File: config.mk
export PLATFORM = sky130hd
export DESIGN_NAME = acc_sat_unit
export DESIGN_NICKNAME = d
export VERILOG_FILES = /design/src/rtl/sat_pkg.sv /design/src/rtl/sat_mode_reg.sv /design/src/rtl/sat_detect.sv /design/src/rtl/sat_clamp.sv /design/src/rtl/acc_sat_unit.sv
export SDC_FILE = /design/constraint.sdc
export NUM_CORES = 1
export LEC_CHECK = 0
export BUFFER_PORTS_ARGS = -buffer_cell sky130_fd_sc_hd__buf_2
export CORE_ASPECT_RATIO = 0.5
export CORE_MARGIN = 5
export CORE_UTILIZATION = 46
export CTS_BUF_LIST = sky130_fd_sc_hd__clkbuf_4
export CTS_CLUSTER_DIAMETER = 100
export CTS_CLUSTER_SIZE = 12
export DETAILED_ROUTE_END_ITERATION = 16
export GPL_TIMING_DRIVEN = 0
export PLACE_DENSITY = 0.92
export SETUP_SLACK_MARGIN = 0.2
export SKIP_CTS_REPAIR_TIMING = 1
export SLEW_MARGIN = 20
export SYNTH_ARGS = -nofsm -noshare
export SYNTH_HDL_FRONTEND = slang
export SYNTH_SLANG_ARGS = --single-unit
File: constraint.sdc
create_clock -name clk -period 1.5 [get_ports clk]
set_input_delay 0.15 -clock clk [delete_from_list [all_inputs] [get_ports clk]]
set_output_delay 0.15 -clock clk [all_outputs]
set_load 0.005 [all_outputs]
File: src/rtl/sat_pkg.sv
package sat_pkg;

   // Decision taken by the overflow detector for one sample.
   typedef enum logic [1:0] {
      SAT_KEEP = 2'd0,
      SAT_POS  = 2'd1,
      SAT_NEG  = 2'd2
   } sat_dec_e;

endpackage

File: src/rtl/sat_mode_reg.sv
module sat_mode_reg (
   input  logic clk,
   input  logic rst_n,
   input  logic wr_en,
   input  logic wr_data,
   output logic mode_q
);

   always_ff @(posedge clk or negedge rst_n) begin
      if (!rst_n)     mode_q <= 1'b0;
      else if (wr_en) mode_q <= wr_data;
   end

   // a write lands on the next edge; otherwise the bit holds
   a_r10_mode_write : assert property (@(posedge clk) disable iff (!rst_n)
      wr_en |=> mode_q == $past(wr_data));
   a_r10_mode_hold : assert property (@(posedge clk) disable iff (!rst_n)
      !wr_en |=> $stable(mode_q));

endmodule

File: src/rtl/sat_detect.sv
module sat_detect
   import sat_pkg::*;
(
   input  logic     enable,
   input  logic     ext_top,
   input  logic     ext_low,
   input  logic     msw_sign,
   output sat_dec_e dec
);

   logic agree;

   always_comb begin
      agree = (ext_top == ext_low) && (ext_low == msw_sign);
      if (!enable || agree) dec = SAT_KEEP;
      else if (!ext_top)    dec = SAT_POS;
      else                  dec = SAT_NEG;
   end

endmodule

File: src/rtl/sat_clamp.sv
module sat_clamp
   import sat_pkg::*;
#(
   parameter int EXT_W = 4,
   parameter int MSW_W = 16,
   parameter int LSW_W = 16
) (
   input  sat_dec_e           dec,
   input  logic [EXT_W-1:0]   raw_ext,
   input  logic [MSW_W-1:0]   raw_msw,
   input  logic [LSW_W-1:0]   raw_lsw,
   output logic [EXT_W-1:0]   sat_ext,
   output logic [MSW_W-1:0]   sat_msw,
   output logic [LSW_W-1:0]   sat_lsw
);

   localparam logic [EXT_W-1:0] POS_EXT = '0;
   localparam logic [MSW_W-1:0] POS_MSW = {1'b0, {(MSW_W-1){1'b1}}};
   localparam logic [LSW_W-1:0] POS_LSW = '1;
   localparam logic [EXT_W-1:0] NEG_EXT = '1;
   localparam logic [MSW_W-1:0] NEG_MSW = {1'b1, {(MSW_W-1){1'b0}}};
   localparam logic [LSW_W-1:0] NEG_LSW = '0;

   always_comb begin
      unique case (dec)
         SAT_POS: begin
            sat_ext = POS_EXT; sat_msw = POS_MSW; sat_lsw = POS_LSW;
         end
         SAT_NEG: begin
            sat_ext = NEG_EXT; sat_msw = NEG_MSW; sat_lsw = NEG_LSW;
         end
         default: begin
            sat_ext = raw_ext; sat_msw = raw_msw; sat_lsw = raw_lsw;
         end
      endcase
   end

endmodule

File: src/rtl/acc_sat_unit.sv
module acc_sat_unit
   import sat_pkg::*;
#(
   parameter int EXT_W  = 4,
   parameter int MSW_W  = 16,
   parameter int LSW_W  = 16,
   parameter int FLAG_W = 3
) (
   input  logic              clk,
   input  logic              rst_n,
   input  logic              mode_we,
   input  logic              mode_wdata,
   input  logic              in_valid,
   input  logic              in_exempt,
   input  logic [EXT_W-1:0]  in_ext,
   input  logic [MSW_W-1:0]  in_msw,
   input  logic [LSW_W-1:0]  in_lsw,
   input  logic [FLAG_W-1:0] in_flags,
   output logic              out_valid,
   output logic [EXT_W-1:0]  out_ext,
   output logic [MSW_W-1:0]  out_msw,
   output logic [LSW_W-1:0]  out_lsw,
   output logic [FLAG_W-1:0] out_flags,
   output logic              out_sat
);

   localparam int RES_W = EXT_W + MSW_W + LSW_W;
   localparam logic [RES_W-1:0] POS_LIM = {{EXT_W{1'b0}}, 1'b0, {(MSW_W+LSW_W-1){1'b1}}};
   localparam logic [RES_W-1:0] NEG_LIM = {{EXT_W{1'b1}}, 1'b1, {(MSW_W+LSW_W-1){1'b0}}};

   // elaboration-time parameter checks
   if (EXT_W < 2) begin : g_bad_ext
      $error("acc_sat_unit: EXT_W must be at least 2");
   end
   if (MSW_W < 2) begin : g_bad_msw
      $error("acc_sat_unit: MSW_W must be at least 2");
   end
   if (LSW_W < 1) begin : g_bad_lsw
      $error("acc_sat_unit: LSW_W must be at least 1");
   end
   if (FLAG_W < 1) begin : g_bad_flag
      $error("acc_sat_unit: FLAG_W must be at least 1");
   end

   logic             mode_q;
   sat_dec_e         dec;
   logic [EXT_W-1:0] c_ext;
   logic [MSW_W-1:0] c_msw;
   logic [LSW_W-1:0] c_lsw;
   logic             changed;

   sat_mode_reg u_mode (
      .clk     (clk),
      .rst_n   (rst_n),
      .wr_en   (mode_we),
      .wr_data (mode_wdata),
      .mode_q  (mode_q)
   );

   sat_detect u_det (
      .enable   (mode_q & ~in_exempt),
      .ext_top  (in_ext[EXT_W-1]),
      .ext_low  (in_ext[0]),
      .msw_sign (in_msw[MSW_W-1]),
      .dec      (dec)
   );

   sat_clamp #(.EXT_W(EXT_W), .MSW_W(MSW_W), .LSW_W(LSW_W)) u_clamp (
      .dec     (dec),
      .raw_ext (in_ext),
      .raw_msw (in_msw),
      .raw_lsw (in_lsw),
      .sat_ext (c_ext),
      .sat_msw (c_msw),
      .sat_lsw (c_lsw)
   );

   assign changed = ({c_ext, c_msw, c_lsw} != {in_ext, in_msw, in_lsw});

   always_ff @(posedge clk or negedge rst_n) begin
      if (!rst_n) begin
         out_valid <= 1'b0;
         out_sat   <= 1'b0;
         out_ext   <= '0;
         out_msw   <= '0;
         out_lsw   <= '0;
         out_flags <= '0;
      end else begin
         out_valid <= in_valid;
         out_sat   <= in_valid & changed;
         if (in_valid) begin
            out_ext   <= c_ext;
            out_msw   <= c_msw;
            out_lsw   <= c_lsw;
            out_flags <= in_flags;
         end
      end
   end

   // one-cycle latency of the valid strobe
   a_r2_valid_latency : assert property (@(posedge clk) disable iff (!rst_n)
      in_valid |=> out_valid);
   a_r2_idle_quiet : assert property (@(posedge clk) disable iff (!rst_n)
      !in_valid |=> !out_valid && !out_sat);
   // flags are carried, never recomputed
   a_r8_flags_pass : assert property (@(posedge clk) disable iff (!rst_n)
      in_valid |=> out_flags == $past(in_flags));
   // mode off means untouched result
   a_r6_mode_off_pass : assert property (@(posedge clk) disable iff (!rst_n)
      in_valid && !mode_q |=>
         !out_sat && {out_ext, out_msw, out_lsw} == $past({in_ext, in_msw, in_lsw}));
   // exempt operations are untouched
   a_r7_exempt_pass : assert property (@(posedge clk) disable iff (!rst_n)
      in_valid && in_exempt |=>
         !out_sat && {out_ext, out_msw, out_lsw} == $past({in_ext, in_msw, in_lsw}));
   // agreeing key bits never clamp
   a_r3_no_clamp : assert property (@(posedge clk) disable iff (!rst_n)
      in_valid && (in_ext[EXT_W-1] == in_ext[0]) && (in_ext[0] == in_msw[MSW_W-1]) |=>
         !out_sat && {out_ext, out_msw, out_lsw} == $past({in_ext, in_msw, in_lsw}));
   // a flagged change always lands on one of the two limits
   a_r9_sat_is_limit : assert property (@(posedge clk) disable iff (!rst_n)
      out_sat |-> ({out_ext, out_msw, out_lsw} == POS_LIM ||
                   {out_ext, out_msw, out_lsw} == NEG_LIM));
   // idle cycles hold the stored result
   a_r11_hold : assert property (@(posedge clk) disable iff (!rst_n)
      !in_valid |=> $stable({out_ext, out_msw, out_lsw, out_flags}));

endmodule

==> results.cfg, run 1 <==
[outcome]
status = finished, violations left
violations = hold timing

[drt]
routed_wl_mm = 4.76
drc = 0
drt-vias-per-instance = 5.52
drtAntennaViolNets = 0
drt_iter0_drc = 72
drtPass1Iterations = 4
vias = 1474
wl_per_cell_um = 17.8

[sta]
relSlewSlack = 0.398
fmax_ghz = 0.682
setup_ws_ps = 32.9
fin_crit_sh = 0.978
worst_pin_slew_ps = 903
fin_skew_ps = 6.52
fin_crit_ps = 1470
maxSlewViolCount = 0
hold_viol = 42
fin_hold_ws_ps = -84.1
rsz0062_at_grt = yes
setup_violations = 0

[clocking]
clock-sinks = 42
clock_latency_ps = 350
path_clk_slew_ps = 120
root_buffer = clkbuf_4
numCtsBuffers = 5
cts_tree = done
cts_buffer_depth = 2
htree_num_levels = 2

[logic_synthesis]
seq_area_frac_synth = 0.651
ys_async_sr_fraction = 1.00
ys_warn_count = 0
yosysMostFrequentCell = dfrtp_1
syn-instance-count = 112
synth_common_cells = dfrtp_1 (42), a221o_1 (30), clkbuf_1 (6)
synth_fa_ha_area_frac = 0
yosys.area_share.simple = 0.0465
postSynthAreaPerCell_um2 = 14.4
synthTopCellsByArea = dfrtp_1 (65%), a221o_1 (19%), mux2_2 (3.5%)
synthMuxAreaShare = 0.0349
ys.flop_type = dfrtp_1
synth_nets = 157
synth_compound_area_frac = 0.228
synth-seq-cells = 42
synth-edff-count = 0
netlist_area_um2 = 1620
ys_types = 19
synth_top_area_frac = 0.651
yosysTopAreaCell = dfrtp_1
synth_xor_area_frac = 0
synth_top_family_by_area = compound AO/OA/AOI/OAI gates

[grt]
grt_max_degree = 43
antenna_found_initial = 0
grt_pass1_wl_mm = 6.85
grt.overflow.total = 0
grt_pass1_vias = 1355
grt_usage = 0.184

[critical_path]
critPathKind = reg2reg
critPathMaxFanout = 7
required_ps = 1740
start_kind = register
end_kind = register
cp.arrival_ps = 1710

[placed_design]
place_ws_ps = -30.2
place_inst = 248
place_congestion = 0.738
portBuffers = 85
placed_area_um2 = 2100
dp_hpwl_mm = 3.18

[layout]
drive_above_1_share = 0.542
final-instance-count-excl-fill = 267
multiInputGateArea_um2 = 527
area_delta_synth_final_pct = 42.2
layout.nets = 260
seqCellArea_um2 = 1050
diodes = 0
fillers = 239
stdcell_area_um2 = 2300

[job]
drv_cap = 0

[floorplanning]
die_w_um = 93.8
ioPinCount = 86
chipHeight_um = 51.9
die_area_um2 = 4870
placementRows = 15
initial_utilization = 0.473
coreArea_um2 = 3420

[power_and_ir_drop]
ir_drop_uv = 530
leakage_uw = 0.00116
total_power_uw = 2410
p_per_area_nw_per_um2 = 1050

[hold_path]
hp-class = in2async
## stage by stage
stage	setup TNS (ps)	util
global route	-25.0	0.673
floorplan	0	-
detailed placement	-257	0.616
global placement	0	0.616
CTS	-848	0.632
finish	0	0.673
## cells in the final DEF, fill, tap and decap left out
master and count:
a221o_1 30, inv_1 1, dfrtp_1 41, mux2_2 5, nor2_1 5, dlygate4sd3_1 3
buf_2 85, o31a_4 1, clkbuf_1 4, clkbuf_4 6, and3_4 1, nand2_1 2
clkinv_1 1, clkinv_2 1, buf_4 5, nor3_4 1, clkbuf_2 2, a21oi_1 4
a31oi_1 2, buf_6 7, and3b_1 1, nor3_1 2, a221o_2 1, nand3b_1 1
o31ai_1 2, nand2b_4 1, dfrtp_2 1
## power breakdown
| part | internal, uW | switching, uW | leakage (uW) |
|---|---|---|---|
| Sequential | 1260 | 77.9 | 0.000507 |
| Combinational | 287 | 230 | 0.000624 |
| Clock | 195 | 358 | 0.0000331 |
| Total | 1750 | 666 | 0.00116 |
## worst paths after layout
path / start / endpoint / slack, ps / cells past startpoint
setup / recovery: u_mode.mode_q / out_lsw[15] / 30 / 4
hold / removal: rst_n / out_lsw[8] / -80 / 1
setup reg to reg: u_mode.mode_q / out_lsw[15] / 30 / 4
hold reg to reg: out_flags[0] / out_flags[0] / 520 / 1
max in group asynchronous: rst_n / u_mode.mode_q / 980 / 1
min in group clk: in_lsw[6] / out_lsw[6] / 20 / 2
## logic make-up after synthesis
kind of cell	Yosys count
muxes	5
DFF	42
and+or+nand+nor	14
AOI/OAI and AO/OA	40
buffers and inverters	11
## final cells by class
type	count	area share
sequential	42	0.458
multi-input combinational	59	0.229
timing repair buffer	96	0.229
buffer	10	0.0305
tap	51	0.0278
clock buffer	6	0.0196
clock inverter	2	0.00381
inverter	1	0.00163
## flip-flops by register name, indices dropped and copies added (netlist names)
name and count:
out_valid 1, out_ext 4, out_sat 1, u_mode.mode_q 1, out_flags 3, out_lsw 16
out_msw 16
## critical path: stages (launching register included)
cell and delay [ps]:
dfrtp_2 420, nand2b_4 80, o31a_4 410, buf_6 140
a221o_1 300
## metal layers
| metal | vias to the layer above | track usage | routed length [um] |
|---|---|---|---|
| met4 | 0 | 0.0743 | 131 |
| met1 | 744 | 0.228 | 1820 |
| met3 | 14 | 0.0448 | 280 |
| met2 | 62 | 0.316 | 2530 |
| met5 | - | 0 | 0 |
| li1 | 654 | - | - |
(Power assumes the default switching activity.)
==> run 2: changes to the inputs <==
- CAP_MARGIN: not set -> 5
- RECOVER_POWER: not set -> 100
- SKIP_CTS_REPAIR_TIMING: 1 -> not set
==> run 2 against run 1 <==
Compared with the run above:
- the run now ends clean
- clock-buffer cell count unchanged
- sequential power is essentially flat
- register-to-register slack gained 50 ps
- via count grew 1.6%
- first-iteration DRC count grew 28%
- critical endpoint is now out_lsw[11]
==> results.cfg, run 2 (same netlist as run 1, synthesis figures left out) <==
[clocking]
htree_num_levels = 2
numCtsBuffers = 5
cts_tree = done
path_clk_slew_ps = 120
cts_buffer_depth = 2
root_buffer = clkbuf_4
clock-sinks = 42
clock_latency_ps = 350

[power_and_ir_drop]
p_per_area_nw_per_um2 = 1040
leakage_uw = 0.00110
ir_drop_uv = 525
total_power_uw = 2390

[floorplanning]
initial_utilization = 0.473
chipHeight_um = 51.9
die_area_um2 = 4870
die_w_um = 93.8
placementRows = 15
coreArea_um2 = 3420
ioPinCount = 86

[sta]
fmax_ghz = 0.704
setup_violations = 0
maxSlewViolCount = 0
rsz0062_at_grt = yes
relSlewSlack = 0.341
fin_crit_sh = 0.947
hold_viol = 0
fin_tns_setup_ps = 0
fin_skew_ps = 4.63
fin_crit_ps = 1420
worst_pin_slew_ps = 989

[placed_design]
placed_area_um2 = 2100
place_congestion = 0.738
place_inst = 248
dp_hpwl_mm = 3.18
portBuffers = 85

[layout]
final_common_cell = buf_2
diodes = 0
drive_above_1_share = 0.394
final_cell_mix = buf_2 (59), dfrtp_1 (42), a221o_1 (30), clkbuf_1 (29), dlygate4sd3_1 (10)
final-instance-count-excl-fill = 272
multiInputGateArea_um2 = 519
fillers = 253
stdcell_area_um2 = 2310
area_delta_synth_final_pct = 42.8
seqCellArea_um2 = 1050
layout.nets = 265
finish.utilization = 0.675
top_regs = out_lsw (16), out_msw (16), out_ext (4)

[critical_path]
critPathMaxFanout = 7
critPathKind = reg2reg
end_kind = register
cp_num_buf_inv = 1
cp_slowest_stage_delay_ps = 380
crit_slowest_cell = dfrtp_1
cp.arrival_ps = 1660
cp_top_family = compound AO/OA/AOI/OAI gates
required_ps = 1740
cp_cell_sequence = nand2b_1 > o31a_4 > buf_4 > a221o_1
start_kind = register

[drt]
drt_iter0_drc = 92
vias = 1497
drc = 0
drt-vias-per-instance = 5.50
wl_per_cell_um = 17.4
routed_wl_mm = 4.72
drtPass1Iterations = 4
drtAntennaViolNets = 0

[grt]
grt_pass1_wl_mm = 7.12
grt.overflow.total = 0
antenna_found_initial = 0
grt_max_degree = 43
grt_pass1_vias = 1423
grt_usage = 0.193

[outcome]
status = complete, no violations

[job]
drv_cap = 0

[hold_path]
hp-class = in2reg
==> run 2: worst register-to-register path: stages (launching register included) <==
cell      delay [ps]
dfrtp_1          380
nand2b_1         100
o31a_4           350
buf_4            180
a221o_1          300
==> run 2: path summary, 6_finish.rpt <==
check	end	slack, ps	cells past startpoint	startpoint
min in group asynchronous	out_valid	470	2	rst_n
hold reg to reg	out_flags[0]	520	1	out_flags[0]
setup reg to reg	out_lsw[11]	80	4	u_mode.mode_q
max in group asynchronous	out_msw[4]	410	2	rst_n
hold / removal	out_lsw[2]	20	2	in_lsw[2]
setup / recovery	out_lsw[11]	80	4	u_mode.mode_q
==> run 2: power breakdown <==
part	total [uW]	internal, uW	switching, uW
clock	549	195	355
combinational	504	269	235
sequential	1340	1260	77.3
==> run 2: repair_timing <==
item / 4_1_cts / 5_1_grt
endpoints found under the setup margin: 31 / 31
setup buffers: 3 / 0
endpoints found under the hold margin: 43 / 7
resized for setup: 4 / 12
cloned: 0 / 3
hold buffers: 2 / 8
pin swaps: 2 / 1
==> run 2: through the flow <==
step | setup slack (ps) | hold WS [ps]
floorplan | 184 | -146
global placement | 32.6 | 311
detailed placement | -30.2 | 335
CTS | 47.3 | 12.2
global route | 25.7 | 0.211
finish | 79.0 | 17.0
==> run 2: final cells by class <==
| type | instances | area share |
|---|---|---|
| buffer | 10 | 0.0326 |
| clock buffer | 6 | 0.0195 |
| clock inverter | 2 | 0.00380 |
| inverter | 1 | 0.00163 |
| multi-input combinational | 59 | 0.225 |
| sequential | 42 | 0.456 |
| tap | 51 | 0.0277 |
| timing repair buffer | 101 | 0.234 |
==> run 2: per-layer routing <==
layer,vias to the layer above,wire length (um),track usage
met5,-,0,0
met3,14,253,0.0650
met4,0,112,0.0695
met1,757,1850,0.225
li1,664,-,-
met2,62,2510,0.338
